==> config.mk <==
export PLATFORM = sky130hd
export DESIGN_NAME = i2c_scl_divider
export DESIGN_NICKNAME = d
export VERILOG_FILES = /design/src/rtl/sclk_pkg.sv /design/src/rtl/sclk_cfg_latch.sv /design/src/rtl/sclk_prescaler.sv /design/src/rtl/sclk_phase_seq.sv /design/src/rtl/i2c_scl_divider.sv
export SDC_FILE = /design/constraint.sdc
export NUM_CORES = 1
export LEC_CHECK = 0
export ABC_AREA = 0
export BUFFER_PORTS_ARGS = -buffer_cell sky130_fd_sc_hd__buf_2
export CORE_ASPECT_RATIO = 1.75
export CORE_MARGIN = 1
export CORE_UTILIZATION = 50
export CTS_CLUSTER_SIZE = 28
export DETAILED_ROUTE_END_ITERATION = 8
export PLACE_DENSITY_LB_ADDON = 0.3
export SETUP_SLACK_MARGIN = 0.15
export SLEW_MARGIN = 20
export SYNTH_ARGS = -nofsm -noshare
export SYNTH_HDL_FRONTEND = slang
export SYNTH_SLANG_ARGS = --single-unit
==> constraint.sdc <==
create_clock -name clk -period 3.5 [get_ports clk]
set_input_delay 0.7 -clock clk [delete_from_list [all_inputs] [get_ports clk]]
set_output_delay 0.7 -clock clk [all_outputs]
set_load 0.03 [all_outputs]
==> src/rtl/sclk_pkg.sv <==
package sclk_pkg;
  typedef enum logic [1:0] {
    PH_IDLE = 2'd0,
    PH_LOW  = 2'd1,
    PH_HIGH = 2'd2
  } phase_t;

  // Half of the fixed base count of 20 reference ticks per period.
  localparam int unsigned BASE_HALF = 10;
  // Each coarse step adds 8 ticks per period, 4 to each half.
  localparam int unsigned STEP_HALF_SHIFT = 2;
endpackage

==> src/rtl/sclk_cfg_latch.sv <==
module sclk_cfg_latch #(
  parameter int CDF_W  = 3,
  parameter int SCGD_W = 6,
  parameter int COMP_W = 6,
  parameter int PH_W   = 9
) (
  input  logic                     clk,
  input  logic                     rst_n,
  input  logic                     load,
  input  logic [CDF_W+SCGD_W-1:0]  ccr,
  input  logic [COMP_W-1:0]        comp,
  output logic [CDF_W-1:0]         cdf_act,
  output logic [PH_W-1:0]          low_len,
  output logic [PH_W-1:0]          high_len
);
  import sclk_pkg::*;

  logic [CDF_W-1:0]  cdf_f;
  logic [SCGD_W-1:0] scgd_f;
  logic [PH_W-1:0]   low_n;
  logic [PH_W-1:0]   high_n;

  // Field unpacking: coarse field directly above the prescaler field.
  assign cdf_f  = ccr[CDF_W-1:0];
  assign scgd_f = ccr[CDF_W +: SCGD_W];

  always_comb begin
    low_n  = PH_W'(BASE_HALF) + (PH_W'(scgd_f) << STEP_HALF_SHIFT);
    high_n = low_n + PH_W'(comp);
  end

  always_ff @(posedge clk or negedge rst_n) begin
    if (!rst_n) begin
      cdf_act  <= '0;
      low_len  <= PH_W'(BASE_HALF);
      high_len <= PH_W'(BASE_HALF);
    end else if (load) begin
      cdf_act  <= cdf_f;
      low_len  <= low_n;
      high_len <= high_n;
    end
  end
endmodule

==> src/rtl/sclk_prescaler.sv <==
module sclk_prescaler #(
  parameter int CDF_W = 3
) (
  input  logic             clk,
  input  logic             rst_n,
  input  logic             load,
  input  logic             hold,
  input  logic [CDF_W-1:0] cdf_act,
  output logic             tick
);
  logic [CDF_W-1:0] pre_q;

  assign tick = !hold && (pre_q == cdf_act);

  always_ff @(posedge clk or negedge rst_n) begin
    if (!rst_n)                    pre_q <= '0;
    else if (load || hold || tick) pre_q <= '0;
    else                           pre_q <= pre_q + 1'b1;
  end
endmodule

==> src/rtl/sclk_phase_seq.sv <==
module sclk_phase_seq #(
  parameter int PH_W = 9
) (
  input  logic            clk,
  input  logic            rst_n,
  input  logic            run_en,
  input  logic            scl_in,
  input  logic            tick,
  input  logic [PH_W-1:0] low_len,
  input  logic [PH_W-1:0] high_len,
  output logic            load,
  output logic            hold,
  output logic            scl_low_o,
  output logic            scl_fall_o,
  output logic            scl_rise_o,
  output logic            sample_o
);
  import sclk_pkg::*;

  phase_t          st_q;
  logic [PH_W-1:0] cnt_q;
  logic            end_low;
  logic            end_high;
  logic            mid_high;
  logic            high_ok;

  always_comb begin
    high_ok  = (st_q == PH_HIGH) && scl_in;
    hold     = (st_q == PH_IDLE) || ((st_q == PH_HIGH) && !scl_in);
    end_low  = (st_q == PH_LOW) && tick && (cnt_q == low_len - 1'b1);
    end_high = high_ok && tick && (cnt_q == high_len - 1'b1);
    mid_high = high_ok && tick && (cnt_q == (high_len >> 1));
    load     = run_en && ((st_q == PH_IDLE) || end_high);
  end

  always_ff @(posedge clk or negedge rst_n) begin
    if (!rst_n) begin
      st_q       <= PH_IDLE;
      cnt_q      <= '0;
      scl_fall_o <= 1'b0;
      scl_rise_o <= 1'b0;
      sample_o   <= 1'b0;
    end else if (!run_en) begin
      st_q       <= PH_IDLE;
      cnt_q      <= '0;
      scl_fall_o <= 1'b0;
      scl_rise_o <= 1'b0;
      sample_o   <= 1'b0;
    end else begin
      scl_fall_o <= load;
      scl_rise_o <= end_low;
      sample_o   <= mid_high;
      if (load) begin
        st_q  <= PH_LOW;
        cnt_q <= '0;
      end else if (end_low) begin
        st_q  <= PH_HIGH;
        cnt_q <= '0;
      end else if (tick && ((st_q == PH_LOW) || high_ok)) begin
        cnt_q <= cnt_q + 1'b1;
      end
    end
  end

  assign scl_low_o = (st_q == PH_LOW);
endmodule

==> src/rtl/i2c_scl_divider.sv <==
module i2c_scl_divider #(
  parameter int CDF_W  = 3,
  parameter int SCGD_W = 6,
  parameter int COMP_W = 6
) (
  input  logic                    clk,
  input  logic                    rst_n,
  input  logic                    run_en,
  input  logic [CDF_W+SCGD_W-1:0] ccr,
  input  logic [COMP_W-1:0]       comp,
  input  logic                    scl_in,
  output logic                    scl_low_o,
  output logic                    scl_fall_o,
  output logic                    scl_rise_o,
  output logic                    sample_o,
  output logic                    ref_tick_o
);
  localparam int MAX_HIGH = 10 + 4 * ((1 << SCGD_W) - 1) + ((1 << COMP_W) - 1);
  localparam int PH_W     = $clog2(MAX_HIGH + 1);

  logic             load;
  logic             hold;
  logic             ref_tick;
  logic [CDF_W-1:0] cdf_act;
  logic [PH_W-1:0]  low_len;
  logic [PH_W-1:0]  high_len;

  sclk_cfg_latch #(.CDF_W(CDF_W), .SCGD_W(SCGD_W), .COMP_W(COMP_W), .PH_W(PH_W)) u_cfg (
    .clk(clk), .rst_n(rst_n), .load(load), .ccr(ccr), .comp(comp),
    .cdf_act(cdf_act), .low_len(low_len), .high_len(high_len)
  );

  sclk_prescaler #(.CDF_W(CDF_W)) u_pre (
    .clk(clk), .rst_n(rst_n), .load(load), .hold(hold),
    .cdf_act(cdf_act), .tick(ref_tick)
  );

  sclk_phase_seq #(.PH_W(PH_W)) u_seq (
    .clk(clk), .rst_n(rst_n), .run_en(run_en), .scl_in(scl_in), .tick(ref_tick),
    .low_len(low_len), .high_len(high_len), .load(load), .hold(hold),
    .scl_low_o(scl_low_o), .scl_fall_o(scl_fall_o), .scl_rise_o(scl_rise_o),
    .sample_o(sample_o)
  );

  assign ref_tick_o = ref_tick;
endmodule

==> results of run 1 <==
-- where the power goes --
group | switching (W) | internal [W]
logic | 0.000143 | 0.000187
clock network | 0.000141 | 0.000160
registers | 0.0000680 | 0.000473
-- stage by stage --
step / power [W] / utilization [%] / worst slack (ns) / hold slack [ns]
final: 0.00117 / 56.8 / 0.558 / 0.489
after detailed placement: 0.000883 / 54.9 / 0.589 / 0.497
after global placement: 0.000875 / 54.9 / 0.668 / 0.490
after global routing: 0.00124 / 56.8 / 0.404 / 0.523
after CTS: 0.00118 / 56.8 / 0.574 / 0.507
after floorplan: 0.000813 / - / 1.00 / 0.404
-- logic make-up (layout without fill, tap and decap cells) --
logic type      after synthesis  after routing  synth area share (%)
mux                          19             19                  10.9
fa+ha+maj                    10             10                  5.47
buf+inv                      29             52                  5.47
compound gates               26             26                  7.22
flops                        36             36                  37.3
simple gates                 72             72                  17.5
xor+xnor                     43             43                  16.1
-- cell type report --
cell class	count	area [um2]	area share [%]
flip-flops and latches	36	905	34.1
multi-input cells	170	1390	52.4
clock buffers	8	90.1	3.40
repair buffers	25	130	4.91
well taps	52	65.1	2.46
inverters	19	71.3	2.69
-- path summary, 6_finish.rpt --
check / startpoint / endpoint / slack, ns / depth (start not counted)
worst max-delay path: u_cfg.high_len[0]$_DFFE_PN0P_ / u_cfg.low_len[6]$_DFFE_PN0P_ / 0.56 / 9
worst min-delay path: rst_n / u_seq.cnt_q[6]$_DFFE_PN0P_ / 0.49 / 1
worst max register to register: u_cfg.high_len[0]$_DFFE_PN0P_ / u_cfg.low_len[6]$_DFFE_PN0P_ / 0.56 / 9
worst min register to register: u_pre.pre_q[0]$_DFF_PN0_ / u_pre.pre_q[0]$_DFF_PN0_ / 0.50 / 1
max in group asynchronous: rst_n / u_cfg.high_len[5]$_DFFE_PN0P_ / 2.51 / 1
min in group clk: u_pre.pre_q[0]$_DFF_PN0_ / u_pre.pre_q[0]$_DFF_PN0_ / 0.50 / 1
-- layer usage --
layer / GRT usage [%] / vias up / share of wire [%]
met5: 0 / - / 0
met4: 15.0 / 0 / 5.3
met3: 3.56 / 17 / 2.9
met2: 36.2 / 47 / 54
met1: 21.2 / 800 / 38
li1: - / 841 / -
-- cell usage in the layout, fill, tap and decap left out, types with 6 or more instances in the layout --
master,Yosys,routed
buf_2,1,23
xor2_1,7,7
nor3_1,11,11
mux2_4,15,15
clkbuf_8,0,6
inv_1,18,18
nor2_1,19,19
xnor2_1,35,35
o21ai_0,6,6
ha_1,9,9
dfrtp_1,33,33
nand2_1,9,9
a21oi_1,6,6
-- state kept, by name, indices dropped and copies added (netlist names) --
| signal | flops |
|---|---|
| u_cfg.cdf_act | 3 |
| u_seq.scl_rise_o | 1 |
| u_seq.cnt_q | 9 |
| u_seq.sample_o | 1 |
| u_cfg.high_len | 9 |
| u_seq.st_q | 2 |
| u_cfg.low_len | 7 |
| u_pre.pre_q | 3 |
| u_seq.scl_fall_o | 1 |
==> results.yml, run 1 <==
yosys:
  synth_common_cells: "xnor2_1 (35), dfrtp_1 (33), nor2_1 (19), inv_1 (18), mux2_4 (15)"
  yosysMostFrequentCell: "xnor2_1"
  ys_seq_elements: 36
  netlist_area_um2: 2430
  yosys.area.top_type: "dfrtp_1"
  ys_types: 47
  synthesis.nets: 264
  synth_edf_count: 0
  synthTopCellsByArea: "dfrtp_1 (34%), xnor2_1 (13%), mux2_4 (9.3%), ha_1 (4.6%), dfstp_2 (3.2%)"
  synthFlopType: "dfrtp_1"
  syn_inst: 235
  yosysSeqAreaShare_pct: 37.3
  syn_avg_cell_area_um2: 10.3
  netlist.area_leader.share_pct: 34.0
  synth-async-reset-ratio_pct: 100
  ys_warn_count: 0
sta:
  finalCritPeriodShare_pct: 84.1
  final_hold_viol_count: 0
  tns_ns: 0
  worst_slew_pin_slew_ns: 0.783
  fmax_mhz: 340
  finClkSkew_ns: 0.00375
  drv_slew: 0
  rsz0062_at_grt: "no"
  slew_headroom_pct: 47.8
  min_period_ns: 2.94
  setup_viol: 0
setup_path:
  cp_slowest_cell: "or3b_2"
  path_delay_family: "simple AND/OR/NAND/NOR gates"
  critPathCaptureType: "flop"
  cpPeakStageDelay_ns: 0.51
  start_kind: "flop"
  crit_chain: "inv_1 > ha_1 > or3b_2 > nor4_1 > a22o_2 > nor2_2 > o31ai_4 > buf_4 > mux2_4"
  arrival_ns: 3.11
  critPathBufInv: 2
  path_class: "flop to flop"
  cp_max_fo: 15
  crit_required_ns: 3.67
placed_design:
  place.gp.congestion: 0.844
  placed_cells: 302
  place_area_um2: 2560
  io_buffers: 23
  dp_hpwl_um: 3730
cells_and_area:
  drive_gt1_share_pct: 23.6
  layout.nets: 286
  area_delta_synth_final_pct: 9.23
  n_antenna_cell: 0
  design_area_um2: 2650
  fill_cells: 419
  fin_cells: 310
floorplanning:
  start_util_pct: 52.0
  die_h_um: 94.2
  die-area_um2: 5150
  io_pins: 24
  core-area_um2: 4670
  row_count: 33
  die_x_um: 54.7
power:
  ir_drop_uv: 307
  power_density_nw_per_um2: 443
  p_leak_nw: 1.14
clock_network:
  cts_tree: "yes"
  cts-root-buf: "clkbuf_8"
  clk_latency_ns: 0.28
  clock_sinks: 36
  post_cts_resized: 0
  post_cts_buffers: 0
  postCtsHoldBufs: 0
  clkSlewWorstSetupHoldPaths_ns: 0.07
  cts-htree-levels: 2
  clockBufferDepth: 2
  cts_buffers: 5
drt:
  drt-total-wl_um: 4640
  dr.pass1.iters: 4
  wl_per_cell_um: 15.0
  vias: 1705
  ant_nets: 0
  drc: 0
  drtIter0Drc: 16
  routed_via_density: 5.50
global_route:
  grt_pass1_vias: 1714
  grt_pass1_wl_um: 7650
  grt_util_all_layers_pct: 21.1
  grt_max_degree: 37
  grt.overflow.total: 0
  grt_antenna_before_repair: 0
job:
  cap_violations: 0
min_path:
  hold_path.class: "input pin to async pin"
status:
  status: "completed"
No activity file was read; power rests on OpenSTA's default activity.
==> inputs of run 2 (changes only) <==
- clock period: 3.5 -> 2.9 ns (I/O delays scaled with it)
==> results.yml, run 2 (same netlist as run 1, synthesis figures left out) <==
cells_and_area:
  final_common_cell: "xnor2_1"
  drive_gt1_share_pct: 27.9
  fill_cells: 416
  design_area_um2: 2760
  n_antenna_cell: 0
  layout.nets: 293
  area_delta_synth_final_pct: 13.8
  layout_common_cells: "xnor2_1 (35), dfrtp_1 (33), buf_2 (23)"
  top_regs: "u_cfg.high_len (9), u_seq.cnt_q (9), u_cfg.low_len (7)"
  final_util_pct: 59.2
placed_design:
  pre_cts_slack_ns: 0.225
  place.gp.congestion: 0.851
  dp_hpwl_um: 3820
  io_buffers: 23
  place_area_um2: 2590
sta:
  finalCritPeriodShare_pct: 91.0
  drv_slew: 0
  worst_slew_pin_slew_ns: 0.789
  finClkSkew_ns: 0.00509
  final_hold_viol_count: 0
  slew_headroom_pct: 47.4
  min_period_ns: 2.64
  tns_ns: 0
  fmax_mhz: 379
  setup_viol: 0
  rsz0062_at_grt: "no"
  fin_ws_ns: 0.261
clock_network:
  cts-root-buf: "clkbuf_8"
  clk_latency_ns: 0.30
  clkSlewWorstSetupHoldPaths_ns: 0.08
  clockBufferDepth: 2
  postCtsHoldBufs: 0
  clock_sinks: 36
  cts_tree: "yes"
  cts_buffers: 5
  cts-htree-levels: 2
drt:
  vias: 1794
  routed_via_density: 5.66
  ant_nets: 0
  dr.pass1.iters: 4
  wl_per_cell_um: 15.9
  drt-total-wl_um: 5040
  drc: 0
  drtIter0Drc: 41
global_route:
  globalRouteMet2Util_pct: 37.3
  use_met1_pct: 23.2
  grt_use_met3_pct: 3.88
  grt_max_degree: 37
  grt_antenna_before_repair: 0
  grt_pass1_wl_um: 8040
  grt.busiest_layer: "met2"
  grt_util_all_layers_pct: 22.1
  grt_pass1_vias: 1765
  grt.overflow.total: 0
floorplanning:
  die-area_um2: 5150
  row_count: 33
  die_x_um: 54.7
  core-area_um2: 4670
  die_h_um: 94.2
  io_pins: 24
  start_util_pct: 52.0
setup_path:
  path_class: "flop to flop"
  crit_required_ns: 3.09
  critPathCaptureType: "flop"
  cp_max_fo: 8
  arrival_ns: 2.83
  start_kind: "flop"
  r2r_slack_ns: 0.26
power:
  p_leak_nw: 1.20
  ir_drop_uv: 354
  p_switching_w: 0.000462
  p_int_w: 0.000980
  seq_power_share_pct: 45.5
  p_clk_share_pct: 24.8
  power_density_nw_per_um2: 523
  swShare_pct: 32.1
  p_comb_share_pct: 29.7
min_path:
  hold_path.class: "input pin to async pin"
status:
  status: "completed"
job:
  cap_violations: 0
## run 2: cell count changes in the layout (fill, tap and decap cells not counted), sizes merged
cell | before | now
buf | 25 | 31
clkinv | 0 | 3
clkbuf | 8 | 6
## run 2: final timing paths
check / start / end / depth (start not counted)
worst max-delay path: u_cfg.high_len[0]$_DFFE_PN0P_ / u_cfg.high_len[0]$_DFFE_PN0P_ / 9
worst min-delay path: rst_n / u_seq.cnt_q[6]$_DFFE_PN0P_ / 1
worst max register to register: u_cfg.high_len[0]$_DFFE_PN0P_ / u_cfg.high_len[0]$_DFFE_PN0P_ / 9
worst min register to register: u_pre.pre_q[0]$_DFF_PN0_ / u_pre.pre_q[0]$_DFF_PN0_ / 1
max in group asynchronous: rst_n / u_seq.cnt_q[1]$_DFFE_PN0P_ / 1
min in group clk: comp[1] / u_cfg.high_len[1]$_DFFE_PN1P_ / 2
## run 2: area by class of cell
cell class | instances | area, um2 | share of cell area, %
Clock inverter | 3 | 18.8 | 0.680
Sequential cell | 36 | 905 | 32.8
Clock buffer | 5 | 68.8 | 2.49
Tap cell | 52 | 65.1 | 2.36
Multi-Input combinational cell | 170 | 1420 | 51.4
Inverter | 19 | 71.3 | 2.58
Timing Repair Buffer | 32 | 213 | 7.71
## run 2: power groups by stage
stage	Combinational [W]	Sequential [W]	Clock, W
detailed placement	0.000407	0.000666	0
global route	0.000472	0.000667	0.000393
floorplan	0.000352	0.000630	0
global placement	0.000398	0.000662	0
CTS	0.000409	0.000656	0.000369
finish	0.000428	0.000657	0.000358
## run 2: stage by stage
stage	power, W	hold slack, ns	cells
CTS	0.00143	0.392	313
floorplan	0.000982	0.284	235
finish	0.00144	0.355	317
global placement	0.00106	0.482	305
global route	0.00153	0.426	317
detailed placement	0.00107	0.479	305
## run 2: metal layers
layer  share of wire (%)  vias to the layer above  routed length [um]
li1                    -                      854                   -
met1                  38                      863                1900
met2                  52                       55                2650
met3                 3.6                       22                 179
met4                 6.2                        0                 315
met5                   0                        -                   0
## run 2: worst max-delay path: stages, from the launching register on
cell	delay (ns)
dfrtp_1	0.43
inv_1	0.08
ha_1	0.20
or3b_4	0.43
nor3_2	0.16
a31oi_1	0.07
nand4bb_4	0.23
o31ai_4	0.40
clkbuf_16	0.24
mux2_4	0.29
## run 2: timing repair
item,4_1_cts,5_1_grt
buffers inserted,0,3
setup endpoints to repair,0,19
resized for setup,0,6
